--- src/rtl/pdc_pkg.sv ---
`timescale 1ns/1ps
package pdc_pkg;
    localparam int DEF_CODE_W   = 5;
    localparam int DEF_SETTLE_W = 8;
    localparam int DEF_LOCK_REV = 4;
    localparam int DEF_INIT     = 16;
    localparam int NUM_LEGS     = 2;

    typedef enum logic [1:0] {
        ST_IDLE  = 2'd0,
        ST_PHASE = 2'd1,
        ST_DUTY  = 2'd2,
        ST_DONE  = 2'd3
    } cal_state_e;

    typedef struct packed {
        logic locked;
        logic exhausted;
    } loop_flags_t;

    // A step is blocked when it would leave the code range.
    function automatic logic step_blocked(input logic up, input logic at_max, input logic at_min);
        return up ? at_max : at_min;
    endfunction

    function automatic logic loop_finished(input loop_flags_t f);
        return f.locked | f.exhausted;
    endfunction
endpackage

--- src/rtl/pdc_step_loop.sv ---
`timescale 1ns/1ps
module pdc_step_loop
    import pdc_pkg::*;
#(
    parameter int CODE_W    = DEF_CODE_W,
    parameter int LOCK_REV  = DEF_LOCK_REV,
    parameter int INIT_CODE = DEF_INIT
)(
    input  logic              clk,
    input  logic              rst,
    input  logic              clear,
    input  logic              strobe,
    input  logic              step_up,
    output logic [CODE_W-1:0] code,
    output loop_flags_t       flags
);
    localparam logic [CODE_W-1:0] CODE_MAX = '1;
    localparam int REV_W = $clog2(LOCK_REV + 1);
    localparam logic [REV_W-1:0] REV_LAST = REV_W'(LOCK_REV - 1);

    logic [CODE_W-1:0] code_q;
    logic              have_prev_q;
    logic              last_up_q;
    logic [REV_W-1:0]  rev_q;
    loop_flags_t       flags_q;

    logic busy;
    logic blocked;
    logic reversal;

    assign busy     = strobe && !loop_finished(flags_q);
    assign blocked  = step_blocked(step_up, code_q == CODE_MAX, code_q == '0);
    assign reversal = have_prev_q && (step_up != last_up_q);

    always_ff @(posedge clk) begin
        if (rst) begin
            code_q      <= CODE_W'(INIT_CODE);
            have_prev_q <= 1'b0;
            last_up_q   <= 1'b0;
            rev_q       <= '0;
            flags_q     <= '0;
        end else if (clear) begin
            have_prev_q <= 1'b0;
            rev_q       <= '0;
            flags_q     <= '0;
        end else if (busy) begin
            if (blocked) begin
                flags_q.exhausted <= 1'b1;
            end else begin
                code_q      <= step_up ? code_q + 1'b1 : code_q - 1'b1;
                have_prev_q <= 1'b1;
                last_up_q   <= step_up;
                if (reversal) begin
                    rev_q <= rev_q + 1'b1;
                    if (rev_q == REV_LAST) begin
                        flags_q.locked <= 1'b1;
                    end
                end else begin
                    rev_q <= '0;
                end
            end
        end
    end

    assign code  = code_q;
    assign flags = flags_q;
endmodule

--- src/rtl/pdc_settle_timer.sv ---
`timescale 1ns/1ps
module pdc_settle_timer #(
    parameter int SETTLE_W = 8
)(
    input  logic                clk,
    input  logic                rst,
    input  logic                load,
    input  logic [SETTLE_W-1:0] len,
    output logic                expired
);
    logic [SETTLE_W-1:0] cnt_q;

    always_ff @(posedge clk) begin
        if (rst) begin
            cnt_q <= '0;
        end else if (load) begin
            cnt_q <= len;
        end else if (cnt_q != '0) begin
            cnt_q <= cnt_q - 1'b1;
        end
    end

    assign expired = (cnt_q == '0);
endmodule

--- src/rtl/pdc_seq.sv ---
`timescale 1ns/1ps
module pdc_seq
    import pdc_pkg::*;
(
    input  logic       clk,
    input  logic       rst,
    input  logic       cal_en,
    input  logic       ph_fin,
    input  logic       duty_fin,
    output cal_state_e state,
    output logic       start
);
    cal_state_e st_q;
    cal_state_e st_d;

    always_comb begin
        st_d = st_q;
        unique case (st_q)
            ST_IDLE:  if (cal_en) st_d = ST_PHASE;
            ST_PHASE: if (!cal_en) st_d = ST_IDLE; else if (ph_fin) st_d = ST_DUTY;
            ST_DUTY:  if (!cal_en) st_d = ST_IDLE; else if (duty_fin) st_d = ST_DONE;
            ST_DONE:  if (!cal_en) st_d = ST_IDLE;
            default:  st_d = ST_IDLE;
        endcase
    end

    always_ff @(posedge clk) begin
        if (rst) st_q <= ST_IDLE;
        else     st_q <= st_d;
    end

    assign state = st_q;
    assign start = (st_q == ST_IDLE) && cal_en;
endmodule

--- src/rtl/pdc_skew_duty_cal.sv ---
`timescale 1ns/1ps
module pdc_skew_duty_cal
    import pdc_pkg::*;
#(
    parameter int CODE_W    = DEF_CODE_W,
    parameter int SETTLE_W  = DEF_SETTLE_W,
    parameter int LOCK_REV  = DEF_LOCK_REV,
    parameter int INIT_CODE = DEF_INIT
)(
    input  logic                clk,
    input  logic                rst,
    input  logic                cal_en,
    input  logic [SETTLE_W-1:0] settle_len,
    input  logic                ph_late,
    input  logic                duty_hi_a,
    input  logic                duty_hi_b,
    output logic                sel_clk,
    output logic [CODE_W-1:0]   rise_code_b,
    output logic [CODE_W-1:0]   fall_code_a,
    output logic [CODE_W-1:0]   fall_code_b,
    output logic                ph_lock,
    output logic                duty_lock_a,
    output logic                duty_lock_b,
    output logic                range_hit,
    output logic                cal_done
);
    cal_state_e        cur_st;
    logic              start;
    loop_flags_t       ph_fl;
    logic              ph_fin;
    logic              ph_strobe;
    logic              duty_strobe;
    logic              tmr_load;
    logic              tmr_expired;
    logic [NUM_LEGS-1:0] duty_up;
    logic [NUM_LEGS-1:0] duty_lock;
    logic [NUM_LEGS-1:0] duty_exh;
    logic [NUM_LEGS-1:0] duty_fin;
    logic [CODE_W-1:0]   fall_codes [NUM_LEGS];

    assign ph_fin      = loop_finished(ph_fl);
    assign ph_strobe   = (cur_st == ST_PHASE) && cal_en;
    assign duty_strobe = (cur_st == ST_DUTY) && cal_en && tmr_expired;
    assign tmr_load    = (ph_strobe && ph_fin) || duty_strobe;
    assign duty_up     = ~{duty_hi_b, duty_hi_a};

    pdc_seq u_seq (
        .clk      (clk),
        .rst      (rst),
        .cal_en   (cal_en),
        .ph_fin   (ph_fin),
        .duty_fin (&duty_fin),
        .state    (cur_st),
        .start    (start)
    );

    pdc_step_loop #(
        .CODE_W    (CODE_W),
        .LOCK_REV  (LOCK_REV),
        .INIT_CODE (INIT_CODE)
    ) u_phase (
        .clk     (clk),
        .rst     (rst),
        .clear   (start),
        .strobe  (ph_strobe),
        .step_up (!ph_late),
        .code    (rise_code_b),
        .flags   (ph_fl)
    );

    pdc_settle_timer #(
        .SETTLE_W (SETTLE_W)
    ) u_settle (
        .clk     (clk),
        .rst     (rst),
        .load    (tmr_load),
        .len     (settle_len),
        .expired (tmr_expired)
    );

    for (genvar g = 0; g < NUM_LEGS; g++) begin : g_leg
        loop_flags_t leg_fl;
        pdc_step_loop #(
            .CODE_W    (CODE_W),
            .LOCK_REV  (LOCK_REV),
            .INIT_CODE (INIT_CODE)
        ) u_duty (
            .clk     (clk),
            .rst     (rst),
            .clear   (start),
            .strobe  (duty_strobe),
            .step_up (duty_up[g]),
            .code    (fall_codes[g]),
            .flags   (leg_fl)
        );
        assign duty_lock[g] = leg_fl.locked;
        assign duty_exh[g]  = leg_fl.exhausted;
        assign duty_fin[g]  = loop_finished(leg_fl);
    end

    assign fall_code_a = fall_codes[0];
    assign fall_code_b = fall_codes[1];
    assign sel_clk     = (cur_st == ST_PHASE) || (cur_st == ST_DUTY);
    assign ph_lock     = ph_fl.locked;
    assign duty_lock_a = duty_lock[0];
    assign duty_lock_b = duty_lock[1];
    assign range_hit   = ph_fl.exhausted | (|duty_exh);
    assign cal_done    = (cur_st == ST_DONE);
endmodule

--- config.mk ---
export PLATFORM = sky130hd
export DESIGN_NAME = pdc_skew_duty_cal
export DESIGN_NICKNAME = d
export VERILOG_FILES = /design/src/rtl/pdc_pkg.sv /design/src/rtl/pdc_step_loop.sv /design/src/rtl/pdc_settle_timer.sv /design/src/rtl/pdc_seq.sv /design/src/rtl/pdc_skew_duty_cal.sv
export SDC_FILE = /design/constraint.sdc
export NUM_CORES = 1
export LEC_CHECK = 0
export ABC_AREA = 1
export CORE_MARGIN = 2
export CORE_UTILIZATION = 55
export DETAILED_ROUTE_END_ITERATION = 6
export PLACE_DENSITY = 0.79
export SYNTH_ARGS = -nofsm -noshare
export SYNTH_HDL_FRONTEND = slang
export SYNTH_SLANG_ARGS = --single-unit
--- constraint.sdc ---
create_clock -name clk -period 2.85 [get_ports clk]
set_input_delay 0.57 -clock clk [delete_from_list [all_inputs] [get_ports clk]]
set_output_delay 0.57 -clock clk [all_outputs]
set_load 0.05 [all_outputs]
==> results of run 1 <==
## synthesized netlist by cell type, drive strengths merged
library cell	count	area [um^2]
o21a	2	15.0
o21ai	14	73.8
nor2	68	340
a21o	1	7.51
ha	21	263
or2	1	6.26
clkbuf	2	7.51
xor2	8	70.1
buf	1	5.00
a21oi	35	175
fa	3	60.1
clkinv	1	5.00
nand2	93	374
inv	56	210
nand4	5	31.3
nor3	3	20.0
nand3b	1	7.51
dfxtp	46	921
xnor2	7	61.3
nand3	40	218
## final timing paths
| check | endpoint | cells past startpoint |
|---|---|---|
| setup reg to reg | g_leg[1].u_duty.code[4] | 9 |
| hold reg to reg | g_leg[0].u_duty.rev_q[2] | 2 |
| setup / recovery | sel_clk | 3 |
| hold / removal | g_leg[0].u_duty.rev_q[2] | 2 |
## cells in the final DEF (no fill, tap or decap), drive strengths merged
| cell type | synthesis | final |
|---|---|---|
| nand2 | 93 | 93 |
| nor2 | 68 | 68 |
| inv | 56 | 56 |
| dfxtp | 46 | 46 |
| nand3 | 40 | 40 |
| a21oi | 35 | 35 |
| clkdlybuf4s50 | 0 | 34 |
| ha | 21 | 21 |
| o21ai | 14 | 14 |
| xor2 | 8 | 8 |
| xnor2 | 7 | 7 |
| clkbuf | 2 | 6 |
| nand4 | 5 | 5 |
| fa | 3 | 3 |
| nor3 | 3 | 3 |
| o21a | 2 | 2 |
| bufinv | 0 | 2 |
| clkinv | 1 | 1 |
| or2 | 1 | 1 |
| nand3b | 1 | 1 |
| a21o | 1 | 1 |
| buf | 1 | 1 |
## per-stage QoR
step | area (um^2) | setup WS [ps]
after floorplan | 2870 | 1080
after global placement | 3290 | 525
after detailed placement | 3290 | 480
after CTS | 3440 | 419
after global routing | 3440 | 340
final | 3440 | 426
## layer usage
layer	track usage, %	routed length [um]
met3	3.79	227
met1	26.8	2690
met4	7.09	57
met5	0	0
met2	39.4	3070
## registers in the layout, summed over array words and instances (netlist names)
signal	cells
u_phase.flags	2
g_leg.u_duty.have_prev_q	2
u_phase.code	5
g_leg.u_duty.code	10
u_settle.cnt_q	8
u_phase.rev_q	3
u_seq.state	2
g_leg.u_duty.last_up_q	2
u_phase.have_prev_q	1
g_leg.u_duty.flags	4
g_leg.u_duty.rev_q	6
u_phase.last_up_q	1
## final cells by class
cell class                 count  area (um^2)
tap                           70         87.6
fill                         458         1640
multi-input combinational    302         1720
inverter                      57          215
clock buffer                   6         82.6
clock inverter                 2         60.1
sequential                    46          921
timing repair buffer          35          348
## cell families (layout without fill, tap and decap cells)
| logic type | after synthesis | in the layout | synth area share, % |
|---|---|---|---|
| AO/OA/AOI/OAI | 52 | 52 | 9.46 |
| adder cells (fa/ha/maj) | 24 | 24 | 11.2 |
| AND/OR/NAND/NOR | 211 | 211 | 34.7 |
| flip-flops | 46 | 46 | 32.1 |
| XOR/XNOR | 15 | 15 | 4.58 |
| buffers and inverters | 60 | 100 | 7.93 |
## power by group through the flow
stage                     clock (uW)  sequential, uW  combinational (uW)
final                            596             754                 649
after global routing             631             764                 747
after CTS                        609             753                 652
after detailed placement           0             768                 650
after global placement             0             767                 633
after floorplan                    0             776                 505
## worst max-delay path: cells and delay by family, from the launching register on
family	cells	cell delay, ps
adder cells (fa/ha/maj)	1	280
buffers and inverters	2	870
flip-flops	1	400
==> summary.md, run 1 <==
| Metric | Value |
|---|---|
| Status | `completed` |
| Critical path endpoint category | `primary output` |
| Max-cap check violation count | `0` |
| Slew Limit Fails | `0` |
| Worst vdd ir | `0.393 mV` |
| Worst Skew | `11.2 ps` |
| Layout cells sized above 1 | `8.71%` |
| Drt pass-1 iters | `4` |
| Syn avg cell area | `7.04 um^2` |
| Design Power | `2000 uW` |
| FF+latch count, synth | `46` |
| Die area | `5810 um^2` |
| Max Clock Freq | `412 MHz` |
| WS Path Type | `flip-flop to primary output` |
| Std-Cell Rows | `26` |
| IO buf count | `34` |
| Routed wire length | `6.05 mm` |
| Initial antenna violation count | `0` |
| N_diodes | `0` |
| Final period util | `85.1%` |
| CTS max path bufs | `2` |
| Clock Latency Late Sink | `300 ps` |
| Clock transition at path regs | `90 ps` |
| RSZ-0062 raised after global routing | `false` |
| Antenna Nets Post-Route | `0` |
| Hold buffer count at cts | `0` |
| Starting Density | `56.6%` |
| Area delta synth->final | `19.7%` |
| Yosys cell types | `30` |
| Post-DP HPWL | `4.54 mm` |
| Sequential share of the synthesized area | `32.1%` |
| P_leak | `0.00153 uW` |
| Part of the power in combinational logic | `32.5%` |
| Clock root cell | `clkbuf_8` |
| Crit-path max FO | `4` |
| Vias per cell | `5.13` |
| Iteration-0 DRC Markers | `108` |
| Non-Filler Instances | `518` |
| Max incr delay on CP | `790 ps` |
| TritonCTS clock tree | `built` |
| Yosys warnings | `0` |
| Crit path time final | `2420 ps` |
| Drt wl/cell | `11.7 um` |
| Layout Nets | `485` |
| Clk pwr share | `29.8%` |
| Total grt overflow | `0` |
| Core Area | `5070 um^2` |
| Largest net degree at the start of global routing | `15` |
| Slew Limit Headroom | `66.9%` |
| Min Hold Slack | `468 ps` |
| Via Count | `2659` |
| Mapped cell area | `2870 um^2` |
| Startpoint Class | `flip-flop` |
| Hold Vio Cnt, Final | `0` |
| Post-cts sizing count | `0` |
| Switching Share | `33.6%` |
| Synthesized net count | `446` |
| WP data arrival | `1850 ps` |
| Setup bufs post-CTS | `0` |
| Setup Viol. Count Final | `0` |
| Hold Crit Start | `g_leg[0].u_duty.rev_q[2]` |
| Total GRT Usage | `22.0%` |
| Worst Tran Pin Value | `495 ps` |
| Power Dens Cells | `581 nW/um^2` |
| Global-route wire length before repair | `10.7 mm` |
| Chip height | `76.3 um` |
| Vias in the first global route | `2501` |
| Worst Path Required | `2280 ps` |
| HP Class | `flip-flop to flip-flop` |
| DIE WIDTH | `76.3 um` |
| Setup_tns | `0 ps` |
| CTS sink cnt | `46` |
| # IOs | `35` |
| Synth Instances | `408` |
| Sequential power share | `37.7%` |
| P_int | `1330 uW` |
| Final Util | `67.7%` |
| CP max stage cell | `clkdlybuf4s50_1` |
| Critical-path cell list | `inv_1, ha_1, clkdlybuf4s50_1` |
| Crit path from | `u_seq.state[1]` |
| Placed cells | `510` |
| Worst reg-to-reg setup slack | `1170 ps` |
| Worst R2R Start | `u_settle.cnt_q[0]` |
| Net Switching | `671 uW` |
| RD Place Congestion | `0.912` |
| # DRC | `0` |
| Cts bufs inserted | `5` |
| Maximum level of the CTS H-tree | `2` |
Power figures use the tool's default switching activity.
==> inputs of run 2 (changes only) <==
- HOLD_SLACK_MARGIN: not set -> 0.05
- clock period: 2.85 -> 3 ns (I/O delays scaled with it)
==> results of run 2 <==
The final DEF is identical to that of run 1. Status: completed.
Among the figures that moved: setup slack after placement 480 ps -> 600 ps; setup slack after layout 426 ps -> 546 ps; register-to-register setup slack 1170 ps -> 1320 ps; total power 2000 uW -> 1900 uW; worst IR drop on VDD 0.393 mV -> 0.373 mV
